--- src/rtl/wait_count_unit.sv ---
module wait_count_unit (
  input  logic        clk,
  input  logic        rst_n,
  input  logic        vmem_iss,
  input  logic        vmem_cpl,
  input  logic        xpt_iss,
  input  logic        xpt_cpl,
  input  logic        smem_iss,
  input  logic        smem_cpl,
  input  logic        wait_req,
  input  logic [15:0] wait_imm,
  output logic        stall,
  output logic [3:0]  vmem_cnt,
  output logic [2:0]  xpt_cnt,
  output logic [4:0]  smem_cnt,
  output logic        cpl_err
);

  logic        pend;
  logic [15:0] thr_q;

  wire [15:0] thr = wait_req ? wait_imm : thr_q;
  wire [3:0]  v_lim = thr[3:0];
  wire [2:0]  x_lim = thr[6:4];
  wire [4:0]  s_lim = thr[12:8];

  wire v_ok = (v_lim == 4'hF)  || (vmem_cnt <= v_lim);
  wire x_ok = (x_lim == 3'h7)  || (xpt_cnt  <= x_lim);
  wire s_ok = (s_lim == 5'h1F) || (smem_cnt <= s_lim);

  assign stall = (wait_req | pend) & ~(v_ok & x_ok & s_ok);

  wire v_up  = vmem_iss & ~vmem_cpl & (vmem_cnt != 4'hF);
  wire v_dn  = vmem_cpl & ~vmem_iss & (vmem_cnt != 4'h0);
  wire v_bad = vmem_cpl & ~vmem_iss & (vmem_cnt == 4'h0);
  wire x_up  = xpt_iss & ~xpt_cpl & (xpt_cnt != 3'h7);
  wire x_dn  = xpt_cpl & ~xpt_iss & (xpt_cnt != 3'h0);
  wire x_bad = xpt_cpl & ~xpt_iss & (xpt_cnt == 3'h0);
  wire s_up  = smem_iss & ~smem_cpl & (smem_cnt != 5'h1F);
  wire s_dn  = smem_cpl & ~smem_iss & (smem_cnt != 5'h00);
  wire s_bad = smem_cpl & ~smem_iss & (smem_cnt == 5'h00);

  always_ff @(posedge clk) begin
    if (!rst_n) begin
      vmem_cnt <= '0;
      xpt_cnt  <= '0;
      smem_cnt <= '0;
      cpl_err  <= 1'b0;
      pend     <= 1'b0;
      thr_q    <= '0;
    end else begin
      if (v_up) vmem_cnt <= vmem_cnt + 4'd1;
      else if (v_dn) vmem_cnt <= vmem_cnt - 4'd1;
      if (x_up) xpt_cnt <= xpt_cnt + 3'd1;
      else if (x_dn) xpt_cnt <= xpt_cnt - 3'd1;
      if (s_up) smem_cnt <= smem_cnt + 5'd1;
      else if (s_dn) smem_cnt <= smem_cnt - 5'd1;
      cpl_err <= v_bad | x_bad | s_bad;
      pend    <= stall;
      if (wait_req) thr_q <= wait_imm;
    end
  end

  p_inc_vmem_r2: assert property (@(posedge clk) disable iff (!rst_n)
    (vmem_iss && !vmem_cpl && vmem_cnt != 4'hF) |=> vmem_cnt == $past(vmem_cnt) + 4'd1);

  p_dec_smem_r2: assert property (@(posedge clk) disable iff (!rst_n)
    (smem_cpl && !smem_iss && smem_cnt != 5'h00) |=> smem_cnt == $past(smem_cnt) - 5'd1);

  p_both_hold_r3: assert property (@(posedge clk) disable iff (!rst_n)
    (xpt_iss && xpt_cpl) |=> $stable(xpt_cnt));

  p_no_overflow_r4: assert property (@(posedge clk) disable iff (!rst_n)
    (vmem_cnt == 4'hF && vmem_iss && !vmem_cpl) |=> vmem_cnt == 4'hF);

  p_underflow_flag_r5: assert property (@(posedge clk) disable iff (!rst_n)
    (xpt_cpl && !xpt_iss && xpt_cnt == 3'h0) |=> (cpl_err && xpt_cnt == 3'h0));

  p_disabled_class_r7: assert property (@(posedge clk) disable iff (!rst_n)
    (wait_req && wait_imm[3:0] == 4'hF && wait_imm[6:4] == 3'h7 && wait_imm[12:8] == 5'h1F) |-> !stall);

  p_no_spurious_stall_r9: assert property (@(posedge clk) disable iff (!rst_n)
    !stall |=> (!stall || wait_req));

endmodule

--- config.mk ---
export PLATFORM = sky130hd
export DESIGN_NAME = wait_count_unit
export DESIGN_NICKNAME = d
export VERILOG_FILES = /design/src/rtl/wait_count_unit.sv
export SDC_FILE = /design/constraint.sdc
export NUM_CORES = 1
export LEC_CHECK = 0
export BUFFER_PORTS_ARGS = -buffer_cell sky130_fd_sc_hd__clkbuf_2
export CAP_MARGIN = 20
export CORE_ASPECT_RATIO = 1.75
export CORE_UTILIZATION = 54
export CTS_CLUSTER_SIZE = 24
export DETAILED_ROUTE_END_ITERATION = 10
export PLACE_DENSITY = 0.8
export SYNTH_ARGS = -nofsm -noshare
export SYNTH_HDL_FRONTEND = slang
export SYNTH_SLANG_ARGS = --single-unit
--- constraint.sdc ---
create_clock -name clk -period 2.8 [get_ports clk]
set_clock_uncertainty 0.15 [all_clocks]
set_input_delay 0.42 -clock clk [delete_from_list [all_inputs] [get_ports clk]]
set_output_delay 0.42 -clock clk [all_outputs]
set_load 0.01 [all_outputs]
Word level (Yosys, flattened, before mapping)
Index checks and enable logic that the tools add are counted.
Widths: inputs -> output; s select.

cells by class
  $add $sub $neg = 6
  order comparisons = 3
  eq/ne operators = 6
  mux-type cells = 7
  bitwise operators = 28
  reductions and logical operators = 12

operators with widths
  operator             number
  $and 1x1->1          18
  $mux 13              1
  $mux 5               2
  $mux 4               2
  $not 1->1            7
  $mux 3               2
  $reduce_bool 2->1    3
  $add 5x1->5 const B  1
  $eq 5x5->1 const B   1
  $le 5x5->1           1
  $logic_not 5->1      1
  $ne 5x5->1 const B   1
  $reduce_bool 5->1    1
  $sub 5x1->5 const B  1
  $add 4x1->4 const B  1
  $eq 4x4->1 const B   1
  $le 4x4->1           1
  $logic_not 4->1      1
  $ne 4x4->1 const B   1
  $reduce_bool 4->1    1
  $sub 4x1->4 const B  1
  $add 3x1->3 const B  1
  $eq 3x3->1 const B   1
  $le 3x3->1           1
  other kinds (6)      10

storage, ports and cells
  bits in registers = 27
  bits of input ports = 25
  output and inout port bits = 14

Longest topological paths before layout
Gate-level depths: netlist of run 1.

  depth in word-level cells = 7
  mapped depth = 9
  mapped depth without buffers = 8

Worst setup path before layout of run 1
Ideal clock, no wire load.

  path type = in2out
  from = input wait_req
  to = output stall
  data arrival time = 2104 ps
  data required time = 2230 ps
  slack = 126 ps
  stages = 8
  buffers on the path = 2
  cell sequence = buf_4 -> buf_2 -> mux2i_1 -> ha_1 -> a21o_1 -> a31oi_1 -> a211oi_1 -> or3_1

between the ends
  longest elaborated chain between the ends = 7

RTL lines
  what                                        line    RTL
  start: declaration                          10      input logic wait_req,
  $mux 13                                     n/a
  $le 4x4->1, or another cell as far along    27      wire v_ok = (v_lim == 4'hF) || (vmem_cnt <= v_lim);
  $logic_or 1x1->1, on equally long branches  27, 28
  $and 1x1->1 (2 in series)                   31      assign stall = (wait_req | pend) & ~(v_ok & x_ok & s_ok);
  $not 1->1                                   31
  $and 1x1->1 *                               31
  end: declaration                            12      output logic stall,

Every way passes the cells marked *; elsewhere a longest branch is shown, timed or not.

Final worst setup path of run 1
Ends and elaborated chain as after synthesis.

==> metrics.csv, run 1 <==
stage,metric,value,unit
outcome,outcome,"complete, no violations",
route,met1 wire length,1420,um
grt,vias in the first global route,1387,
sta,Tcrit/Tclk final,95.6,%
placement,dpl ws,-0.0692,ns
sta,min Tclk post-route,2.68,ns
die,Core Area,2990,um2
logic_synthesis,Yosys top cell area share,30.0,%
sta,final hold violations,0,
die,initial core utilization,57.9,%
clock_tree,setup bufs post-CTS,0,
clock_tree,CTS tree,built,
cells_and_area,n_diodes,0,
flow_run,max-cap violation count,0,
route,routed vias/inst,5.59,
cells_and_area,layout cell share with drive strength beyond 1,27.9,%
route,DR WL met3,107,um
placement,DP HPWL,2760,um
clock_tree,total CTS buffers,3,
sta,Slew HR,70.9,%
worst_hold_path,Min-Delay Path Class,in2reg,
worst_setup_path,worst r2r dst,smem_cnt[4],
grt,GRT overflow,0,
sta,worst setup margin,0.124,ns
die,Die Footprint,3450,um2
route,Top Layer Used,met4,
sta,Hold WS,0.304,ns
route,routed wl met2,1940,um
sta,final setup violation count,0,
power_and_ir_drop,PD cells,626,nW/um2
route,drc violations,0,
sta,Max Slew Vio Count,0,
cells_and_area,Post-Layout Inst Area,2130,um2
worst_setup_path,critical path type,in2out,
sta,f_max,0.374,GHz
grt,initial antenna violation count,0,
worst_setup_path,Reg2Reg Setup Slack,0.43,ns
grt,wire length of the first global-routing pass,5660,um
clock_tree,Worst-Skew Late Latency,0.27,ns
cells_and_area,Final #Nets,275,
grt,Total GRT Usage,21.8,%
die,Core Rows,26,
logic_synthesis,Mapped Area,1730,um2
worst_setup_path,CP Max Fanout,11,
clock_tree,Hold Buf Count CTS,0,
worst_hold_path,Worst Hold End,thr_q[5],
logic_synthesis,Cell variety after synth,46,
clock_tree,clk sink count,26,
logic_synthesis,largest area contributor in the netlist,dfxtp_1,
die,Horiz. Die Dim,44.8,um
worst_setup_path,reg2reg start,smem_cnt[1],
logic_synthesis,Yosys reg bits,26,
logic_synthesis,post-synthesis sequential area ratio,30.0,%
route,DRT Wirelength,3550,um
sta,RSZ-0062 raised after global routing,false,
power_and_ir_drop,Lkg Pwr,0.972,nW
worst_setup_path,CP Capture Type,output pin,
die,Die Height,77.0,um
worst_hold_path,WHS Path Cells,3,
clock_tree,H-tree Lvls,1,
sta,Slew @ Worst Pin,0.437,ns
route,drt initial violations,20,
route,per-cell routed wire length,13.1,um
power_and_ir_drop,maximum VDD drop,0.000434,V
worst_hold_path,worst hold start,wait_imm[5],
worst_setup_path,Worst EP arrival,2.11,ns
route,Post-DRT Antenna Nets,0,
logic_synthesis,cell count after synthesis,188,
logic_synthesis,"top cells by area, synth","dfxtp_1, ha_1, mux2i_1",
placement,Area after DPL,2000,um2
route,TritonRoute pass-1 iters,4,
worst_setup_path,Critical Path Source Type,input port,
clock_tree,"CTS clk-pin slew, worst paths",0.09,ns
clock_tree,Root Buffer,clkbuf_8,
cells_and_area,area delta synth->final,22.9,%
worst_setup_path,FF-to-FF path depth,9,
route,total number of vias,1514,
worst_setup_path,WP data required,2.23,ns
clock_tree,Max Buffers Root-to-Sink,2,
die,top-level I/O count,39,
placement,routability cong.,0.769,
logic_synthesis,synth warn,0,
grt,largest net degree at the start of global routing,29,
logic_synthesis,Syn Area/Cell,9.22,um2
logic_synthesis,"Net Count, Synth",233,
placement,I/O Buffers,34,
==> layout make-up <==
type / instances / area (um2)
Tap cell: 42 / 52.6
Clock buffer: 4 / 55.1
Sequential cell: 26 / 520
Multi-Input combinational cell: 149 / 1230
Inverter: 6 / 22.5
Fill cell: 253 / 861
Timing Repair Buffer: 44 / 251
==> worst max-delay path, stage by stage <==
cell and delay (ns):
buf_6 0.13, buf_4 0.14, mux2i_2 0.24, ha_1 0.28
nor2b_1 0.15, o211ai_1 0.20, a221oi_2 0.10, or3_1 0.31
clkbuf_2 0.13
==> cell usage in the layout (no fill, tap or decap), types with 5 or more instances in the layout <==
cell / instances
a21oi_1: 9
and2_1: 5
buf_4: 10
clkbuf_2: 33
dfxtp_1: 26
ha_1: 16
inv_1: 6
mux2i_1: 9
nand2_1: 9
nand3_1: 7
nor2_1: 7
nor2b_1: 17
o21ai_0: 8
==> power breakdown <==
group	internal (mW)	switching, mW
logic	0.298	0.282
registers	0.426	0.0838
clock network	0.126	0.119
==> stage by stage <==
step | total power [mW] | setup TNS (ns) | cells | util, %
after detailed placement | 1.07 | -0.0692 | 267 | 66.8
after global routing | 1.44 | 0 | 271 | 71.2
after CTS | 1.33 | 0 | 271 | 69.1
after floorplan | 0.909 | 0 | 188 | -
final | 1.33 | 0 | 271 | 71.2
after global placement | 1.05 | -0.0179 | 267 | 66.8
==> metal layers <==
| layer | vias to the layer above | track usage [%] |
|---|---|---|
| met5 | - | 0 |
| met3 | 12 | 3.53 |
| met1 | 706 | 21.8 |
| li1 | 764 | - |
| met2 | 32 | 41.6 |
| met4 | 0 | 8.18 |
==> state kept, by name (all words and copies together), names as in the netlist <==
signal and cells:
cpl_err 1, pend 1, vmem_cnt 4, smem_cnt 5, thr_q 12, xpt_cnt 3
==> cells in the mapped netlist (all sizes together) <==
cell type	n
dfxtp	26
ha	17
nor2b	17
mux2i	14
nand2	10
a21oi	9
o21ai	9
nand3	7
nor2	7
and2	6
inv	6
clkbuf	5
a21o	4
xnor2	4
fa	3
nand2b	3
nand3b	3
nand4	3
o22ai	3
xor2	3
a211oi	2
a22oi	2
a31oi	2
buf	2
nor3	2
nor4	2
o211ai	2
o31a	2
or4	2
a21boi	1
a221oi	1
a311oi	1
a32oi	1
a41o	1
and3b	1
mux2	1
nand4b	1
nor3b	1
o31ai	1
or3	1
==> cells by family (layout without fill, tap and decap cells) <==
| group | count (synthesis) | count (layout) | synth area share (%) |
|---|---|---|---|
| muxes | 15 | 15 | 8.73 |
| buffers and inverters | 13 | 54 | 3.10 |
| and+or+nand+nor | 66 | 66 | 22.9 |
| adders and majority gates | 20 | 20 | 15.7 |
| DFF | 26 | 26 | 30.0 |
| AOI/OAI and AO/OA | 41 | 41 | 16.0 |
| xor gates and xnor gates | 7 | 7 | 3.54 |
==> worst max path at each step <==
stage	from	endpoint
2_1_floorplan	wait_req	stall
3_3_place_gp	wait_req	stall
3_5_place_dp	wait_req	stall
4_1_cts	wait_req	stall
5_1_grt	wait_req	stall
6_report	wait_req	stall
==> timing repair <==
| item | CTS | global route |
|---|---|---|
| cloned | 0 | 0 |
| setup endpoints to repair | 1 | 1 |
| resized for setup | 3 | 11 |
| pin swaps | 0 | 1 |
Power figures use the tool's default switching activity.
==> run 2, diff against run 1 <==
==> config.mk (replaced) <==
export PLATFORM = sky130hd
export DESIGN_NAME = wait_count_unit
export DESIGN_NICKNAME = d
export VERILOG_FILES = /design/src/rtl/wait_count_unit.sv
export SDC_FILE = /design/constraint.sdc
export NUM_CORES = 1
export LEC_CHECK = 0
export BUFFER_PORTS_ARGS = -buffer_cell sky130_fd_sc_hd__buf_2
export CAP_MARGIN = 20
export CORE_ASPECT_RATIO = 1.75
export CORE_UTILIZATION = 54
export CTS_CLUSTER_SIZE = 24
export DETAILED_ROUTE_END_ITERATION = 10
export PLACE_DENSITY_LB_ADDON = 0.12
export SYNTH_ARGS = -nofsm -noshare
export SYNTH_HDL_FRONTEND = slang
export SYNTH_SLANG_ARGS = --single-unit
==> metrics.csv, run 2 (same netlist as run 1, synthesis figures left out) <==
stage,metric,value,unit,change
outcome,outcome,"complete, no violations",,unchanged
placement,DP HPWL,2980,um,was 2760 um
sta,Fin Setup TNS,0,ns,unchanged
clock_tree,clk sink count,26,,unchanged
cells_and_area,Final #Nets,272,,was 275
clock_tree,setup bufs post-CTS,0,,unchanged
power_and_ir_drop,PD cells,638,nW/um2,was 626 nW/um2
die,Core Rows,26,,unchanged
die,Core Area,2990,um2,unchanged
sta,Max Slew Vio Count,0,,unchanged
grt,GRT overflow,0,,unchanged
route,per-cell routed wire length,14.3,um,was 13.1 um
sta,Slew @ Worst Pin,0.421,ns,was 0.437 ns
worst_setup_path,slowest CP cell,or3_1,,unchanged
clock_tree,Root Buffer,clkbuf_8,,unchanged
power_and_ir_drop,Lkg Pwr,0.959,nW,was 0.972 nW
clock_tree,total CTS buffers,3,,unchanged
route,drc violations,0,,unchanged
sta,RSZ-0062 raised after global routing,false,,unchanged
worst_setup_path,critical path's largest stage delay,0.39,ns,was 0.31 ns
clock_tree,"CTS clk-pin slew, worst paths",0.09,ns,about the same
grt,vias in the first global route,1538,,was 1387
sta,Slew HR,71.7,%,was 70.9%
die,Die Footprint,3450,um2,unchanged
flow_run,max-cap violation count,0,,unchanged
sta,min Tclk post-route,2.70,ns,was 2.68 ns
die,initial core utilization,57.9,%,unchanged
sta,Hold WS,0.310,ns,was 0.304 ns
route,DRT Wirelength,3830,um,was 3550 um
worst_setup_path,critical path type,in2out,,unchanged
cells_and_area,Final Util,70.1,%,was 71.2%
sta,f_max,0.370,GHz,was 0.374 GHz
clock_tree,H-tree Lvls,1,,unchanged
die,top-level I/O count,39,,unchanged
cells_and_area,Largest register FFs,12,,unchanged
cells_and_area,Largest Register,thr_q,,unchanged
placement,Placed Instances,264,,was 267
worst_setup_path,WP data required,2.23,ns,about the same
cells_and_area,register area,522,um2,was 520 um2
placement,routability cong.,0.787,,was 0.769
worst_setup_path,Critical Path Source Type,input port,,unchanged
clock_tree,CTS tree,built,,unchanged
sta,Tcrit/Tclk final,96.6,%,was 95.6%
die,Die Height,77.0,um,unchanged
route,drt initial violations,29,,was 20
sta,final hold violations,0,,unchanged
cells_and_area,Final Non-Filler Cells,268,,was 271
route,TritonRoute pass-1 iters,4,,unchanged
grt,initial antenna violation count,0,,unchanged
worst_setup_path,Worst EP arrival,2.13,ns,was 2.11 ns
power_and_ir_drop,maximum VDD drop,0.000473,V,was 0.000434 V
cells_and_area,# fillers,254,,was 253
sta,final setup violation count,0,,unchanged
cells_and_area,area delta synth->final,20.9,%,was 22.9%
grt,wire length of the first global-routing pass,6360,um,was 5660 um
grt,largest net degree at the start of global routing,29,,unchanged
worst_setup_path,CP Capture Type,output pin,,unchanged
clock_tree,Max Buffers Root-to-Sink,2,,unchanged
power_and_ir_drop,post-layout total power,1.34,mW,was 1.33 mW
cells_and_area,n_diodes,0,,unchanged
worst_setup_path,CP Max Fanout,13,,was 11
cells_and_area,biggest regs,"thr_q x12, smem_cnt x5, vmem_cnt x4",,unchanged
die,Horiz. Die Dim,44.8,um,unchanged
route,total number of vias,1552,,was 1514
cells_and_area,most frequent cells in the layout,"buf_2, dfxtp_1, nor2b_1, ha_1",,"was clkbuf_2, dfxtp_1, nor2b_1, ha_1, buf_4"
route,Post-DRT Antenna Nets,0,,unchanged
placement,I/O Buffers,34,,unchanged
cells_and_area,"commonest non-fill, non-tap cell in the layout",buf_2,,was clkbuf_2
cells_and_area,layout cell share with drive strength beyond 1,27.4,%,was 27.9%
clock_tree,Worst-Skew Late Latency,0.27,ns,about the same
route,routed vias/inst,5.79,,was 5.59
cells_and_area,multi-input combinational cell area,1210,um2,was 1230 um2
worst_setup_path,crit-path cells,buf_8 > mux2i_4 > ha_1 > a21o_1 > a31oi_2 > a211oi_1 > or3_1 > buf_2,,was buf_6 > buf_4 > mux2i_2 > ha_1 > nor2b_1 > o211ai_1 > a221oi_2 > or3_1 > clkbuf_2
worst_hold_path,Min-Delay Path Class,in2reg,,unchanged
grt,Total GRT Usage,24.0,%,was 21.8%
[run 2: worst paths after layout]
kind / from / end / slack (ns) / cells after the start
worst min-delay path: wait_imm[10] / thr_q[10] / 0.31 / 3
worst max-delay path: wait_req / stall / 0.1 / 8
worst max register to register: smem_cnt[1] / smem_cnt[4] / 0.30 / 8
worst min register to register: thr_q[4] / thr_q[4] / 0.41 / 2
[run 2: repair_timing]
item / CTS / global route
resized for setup: 1 / 13
setup endpoints to repair: 1 / 1
cloned: 0 / 0
pin swaps: 0 / 0
hold buffers: 0 / 0
[run 2: worst max-delay path: cells and delay by family]
| family | cells | cell delay (ns) |
|---|---|---|
| compound gates | 3 | 0.51 |
| simple gates | 1 | 0.39 |
| buf+inv | 2 | 0.30 |
| fa+ha+maj | 1 | 0.27 |
| mux | 1 | 0.25 |
[run 2: layout make-up]
cell class	count	share of cell area, %
Inverter	6	1.07
Tap cell	42	2.51
Clock buffer	4	2.63
Sequential cell	26	24.9
Multi-Input combinational cell	149	57.8
Timing Repair Buffer	41	11.1
[run 2: metal layers]
layer  share of wire (%)  track usage [%]  routed length, um  vias to the layer above
li1                    -                -                  -                      763
met1                  40             25.4               1530                      739
met2                  54             44.0               2080                       39
met3                 2.8             2.59                106                       11
met4                 2.9             11.5                110                        0
met5                   0                0                  0                        -
[run 2: power breakdown]
| group | total (mW) | internal (mW) | switching (mW) |
|---|---|---|---|
| Clock | 0.243 | 0.126 | 0.117 |
| Sequential | 0.515 | 0.427 | 0.0886 |
| Combinational | 0.580 | 0.295 | 0.284 |
| Total | 1.34 | 0.848 | 0.490 |
[run 2: through the flow]
| step | worst slack [ns] | area, um2 |
|---|---|---|
| floorplan | 0.126 | 1730 |
| global placement | 0.00980 | 1980 |
| detailed placement | -0.0804 | 1980 |
| CTS | 0.0118 | 2040 |
| global route | 0.00859 | 2100 |
| finish | 0.0959 | 2100 |
==> run 3, diff against run 2 <==
--- a/config.mk
+++ b/config.mk
@@ -7,8 +7,10 @@
 export LEC_CHECK = 0
 export BUFFER_PORTS_ARGS = -buffer_cell sky130_fd_sc_hd__buf_2
 export CAP_MARGIN = 20
+export CELL_PAD_IN_SITES_DETAIL_PLACEMENT = 0
+export CELL_PAD_IN_SITES_GLOBAL_PLACEMENT = 2
 export CORE_ASPECT_RATIO = 1.75
-export CORE_UTILIZATION = 54
+export CORE_UTILIZATION = 32
 export CTS_CLUSTER_SIZE = 24
 export DETAILED_ROUTE_END_ITERATION = 10
 export PLACE_DENSITY_LB_ADDON = 0.12
==> metrics.csv, run 3 (same netlist as run 1, synthesis figures left out) <==
stage,metric,value,unit,change
placement,dpl ws,-0.0697,ns,was -0.0804 ns
worst_setup_path,Critical Path Source Type,input port,,unchanged
cells_and_area,Largest Register,thr_q,,unchanged
sta,final setup violation count,0,,unchanged
cells_and_area,Final Non-Filler Cells,287,,was 268
die,initial core utilization,33.0,%,was 57.9%
die,Die Height,99.4,um,was 77.0 um
clock_tree,total CTS buffers,3,,unchanged
worst_hold_path,WHS Path Cells,3,,unchanged
cells_and_area,# fillers,563,,was 254
worst_setup_path,WP data required,2.23,ns,about the same
route,total number of vias,1515,,was 1552
die,top-level I/O count,39,,unchanged
placement,Placed Instances,283,,was 264
worst_setup_path,critical path's largest stage delay,0.39,ns,about the same
cells_and_area,biggest regs,"thr_q x12, smem_cnt x5, vmem_cnt x4",,unchanged
die,Horiz. Die Dim,57.7,um,was 44.8 um
worst_setup_path,FF-to-FF path depth,8,,unchanged
cells_and_area,n_diodes,0,,unchanged
sta,Slew @ Worst Pin,0.453,ns,was 0.421 ns
worst_setup_path,"Buf+Inv Stages, Crit Path",3,,was 2
sta,Tcrit/Tclk final,95.0,%,was 96.6%
worst_setup_path,CP Max Fanout,12,,was 13
worst_hold_path,Min-Delay Path Class,in2reg,,unchanged
clock_tree,Max Buffers Root-to-Sink,2,,unchanged
worst_setup_path,Worst EP arrival,2.09,ns,was 2.13 ns
cells_and_area,area delta synth->final,26.0,%,was 20.9%
route,per-cell routed wire length,13.9,um,was 14.3 um
power_and_ir_drop,maximum VDD drop,0.000288,V,was 0.000473 V
power_and_ir_drop,internal power,0.866,mW,was 0.848 mW
clock_tree,Hold Buf Count CTS,0,,unchanged
clock_tree,clk sink count,26,,unchanged
sta,min Tclk post-route,2.66,ns,was 2.70 ns
worst_setup_path,crit-path cells,buf_8 > buf_4 > mux2i_2 > ha_1 > a31oi_1 > a211oi_1 > or3_1 > buf_2,,was buf_8 > mux2i_4 > ha_1 > a21o_1 > a31oi_2 > a211oi_1 > or3_1 > buf_2
die,Core Rows,35,,was 26
sta,f_max,0.376,GHz,was 0.370 GHz
grt,GRT overflow,0,,unchanged
placement,DP HPWL,3200,um,was 2980 um
flow_run,max-cap violation count,0,,unchanged
grt,vias in the first global route,1546,,was 1538
sta,Slew HR,69.5,%,was 71.7%
route,Post-DRT Antenna Nets,0,,unchanged
worst_setup_path,Stages on worst setup path,8,,unchanged
worst_hold_path,worst hold start,wait_imm[0],,was wait_imm[10]
route,drt initial violations,41,,was 29
cells_and_area,most frequent cells in the layout,"buf_2, dfxtp_1, nor2b_1, ha_1, buf_4",,"was buf_2, dfxtp_1, nor2b_1, ha_1"
power_and_ir_drop,Switching Power,0.494,mW,was 0.490 mW
outcome,outcome,"complete, no violations",,unchanged
grt,initial antenna violation count,0,,unchanged
clock_tree,"CTS clk-pin slew, worst paths",0.09,ns,about the same
worst_setup_path,critical path type,in2out,,unchanged
worst_setup_path,cell family with the largest share of critical-path delay,buffers and inverters,,was compound AO/OA/AOI/OAI gates
worst_setup_path,slowest CP cell,or3_1,,unchanged
power_and_ir_drop,sw frac,36.3,%,was 36.6%
cells_and_area,Largest register FFs,12,,unchanged
power_and_ir_drop,Reg power frac,37.7,%,was 38.5%
route,TritonRoute pass-1 iters,3,,was 4
cells_and_area,layout cell share with drive strength beyond 1,30.6,%,was 27.4%
worst_setup_path,crit path from,wait_req,,unchanged
sta,Max Slew Vio Count,0,,unchanged
route,routed vias/inst,5.28,,was 5.79
sta,RSZ-0062 raised after global routing,false,,unchanged
clock_tree,H-tree Lvls,1,,unchanged
grt,largest net degree at the start of global routing,29,,unchanged
cells_and_area,"commonest non-fill, non-tap cell in the layout",buf_2,,unchanged
sta,worst setup margin,0.141,ns,was 0.0959 ns
worst_setup_path,reg2reg start,smem_cnt[3],,was smem_cnt[1]
die,Core Area,5260,um2,was 2990 um2
power_and_ir_drop,Comb power frac,44.1,%,was 43.3%
route,DRT Wirelength,3990,um,was 3830 um
power_and_ir_drop,Clock power frac,18.2,%,about the same
sta,final hold violations,0,,unchanged
power_and_ir_drop,PD cells,622,nW/um2,was 638 nW/um2
clock_tree,Root Buffer,clkbuf_8,,unchanged
grt,Total GRT Usage,15.0,%,was 24.0%
clock_tree,Worst-Skew Late Latency,0.27,ns,about the same
clock_tree,CTS tree,built,,unchanged
die,Die Footprint,5730,um2,was 3450 um2
worst_setup_path,CP Capture Type,output pin,,unchanged
power_and_ir_drop,Lkg Pwr,0.988,nW,was 0.959 nW
cells_and_area,Final #Nets,278,,was 272
placement,I/O Buffers,34,,unchanged
grt,wire length of the first global-routing pass,6900,um,was 6360 um
route,drc violations,0,,unchanged
placement,routability cong.,0.785,,was 0.787
==> run 3: worst min-delay path: cells and delay by family <==
kind | cells | cell delay (ns)
buffers and inverters | 1 | 0.07
multiplexers | 1 | 0.09
AND/OR/NAND/NOR | 1 | 0.11
==> run 3: repair_timing <==
item / CTS / global route
setup endpoints to repair: 1 / 1
setup buffers: 0 / 0
resized for setup: 1 / 19
==> run 3: final timing paths <==
check	to	slack [ns]
max	stall	0.14
min	thr_q[0]	0.30
max reg2reg	smem_cnt[4]	0.48
min reg2reg	thr_q[0]	0.39
==> run 3: cell type report <==
cell class              count  area (um2)  area share (%)
well taps                  55        68.8            3.15
inverters                   6        22.5            1.03
clock buffers               4        55.1            2.52
flip-flops and latches     26         523            23.9
multi-input cells         149        1240            56.6
repair buffers             47         278            12.7
==> run 3: per-stage QoR <==
step                hold slack, ns  total power [mW]  TNS, ns  area, um2  utilization, %
global placement             0.383              1.09  -0.0368       2040            38.8
global route                 0.304              1.49        0       2180            41.6
detailed placement           0.376              1.11  -0.0697       2040            38.8
finish                       0.303              1.36        0       2180            41.6
CTS                          0.302              1.36        0       2100            39.9
floorplan                    0.348             0.909        0       1730               -
==> run 3: per-layer routing <==
layer / vias up / global-route usage (%) / routed length [um]
li1: 769 / - / -
met1: 720 / 18.0 / 1660
met2: 21 / 28.2 / 2210
met3: 5 / 1.17 / 87
met4: 0 / 3.85 / 42
met5: - / 0 / 0
==> run 3: power groups by stage <==
stage / logic [mW] / registers (mW) / clock network (mW)
global route: 0.684 / 0.525 / 0.278
global placement: 0.566 / 0.519 / 0
detailed placement: 0.584 / 0.522 / 0
CTS: 0.587 / 0.513 / 0.258
floorplan: 0.394 / 0.515 / 0
finish: 0.599 / 0.513 / 0.247
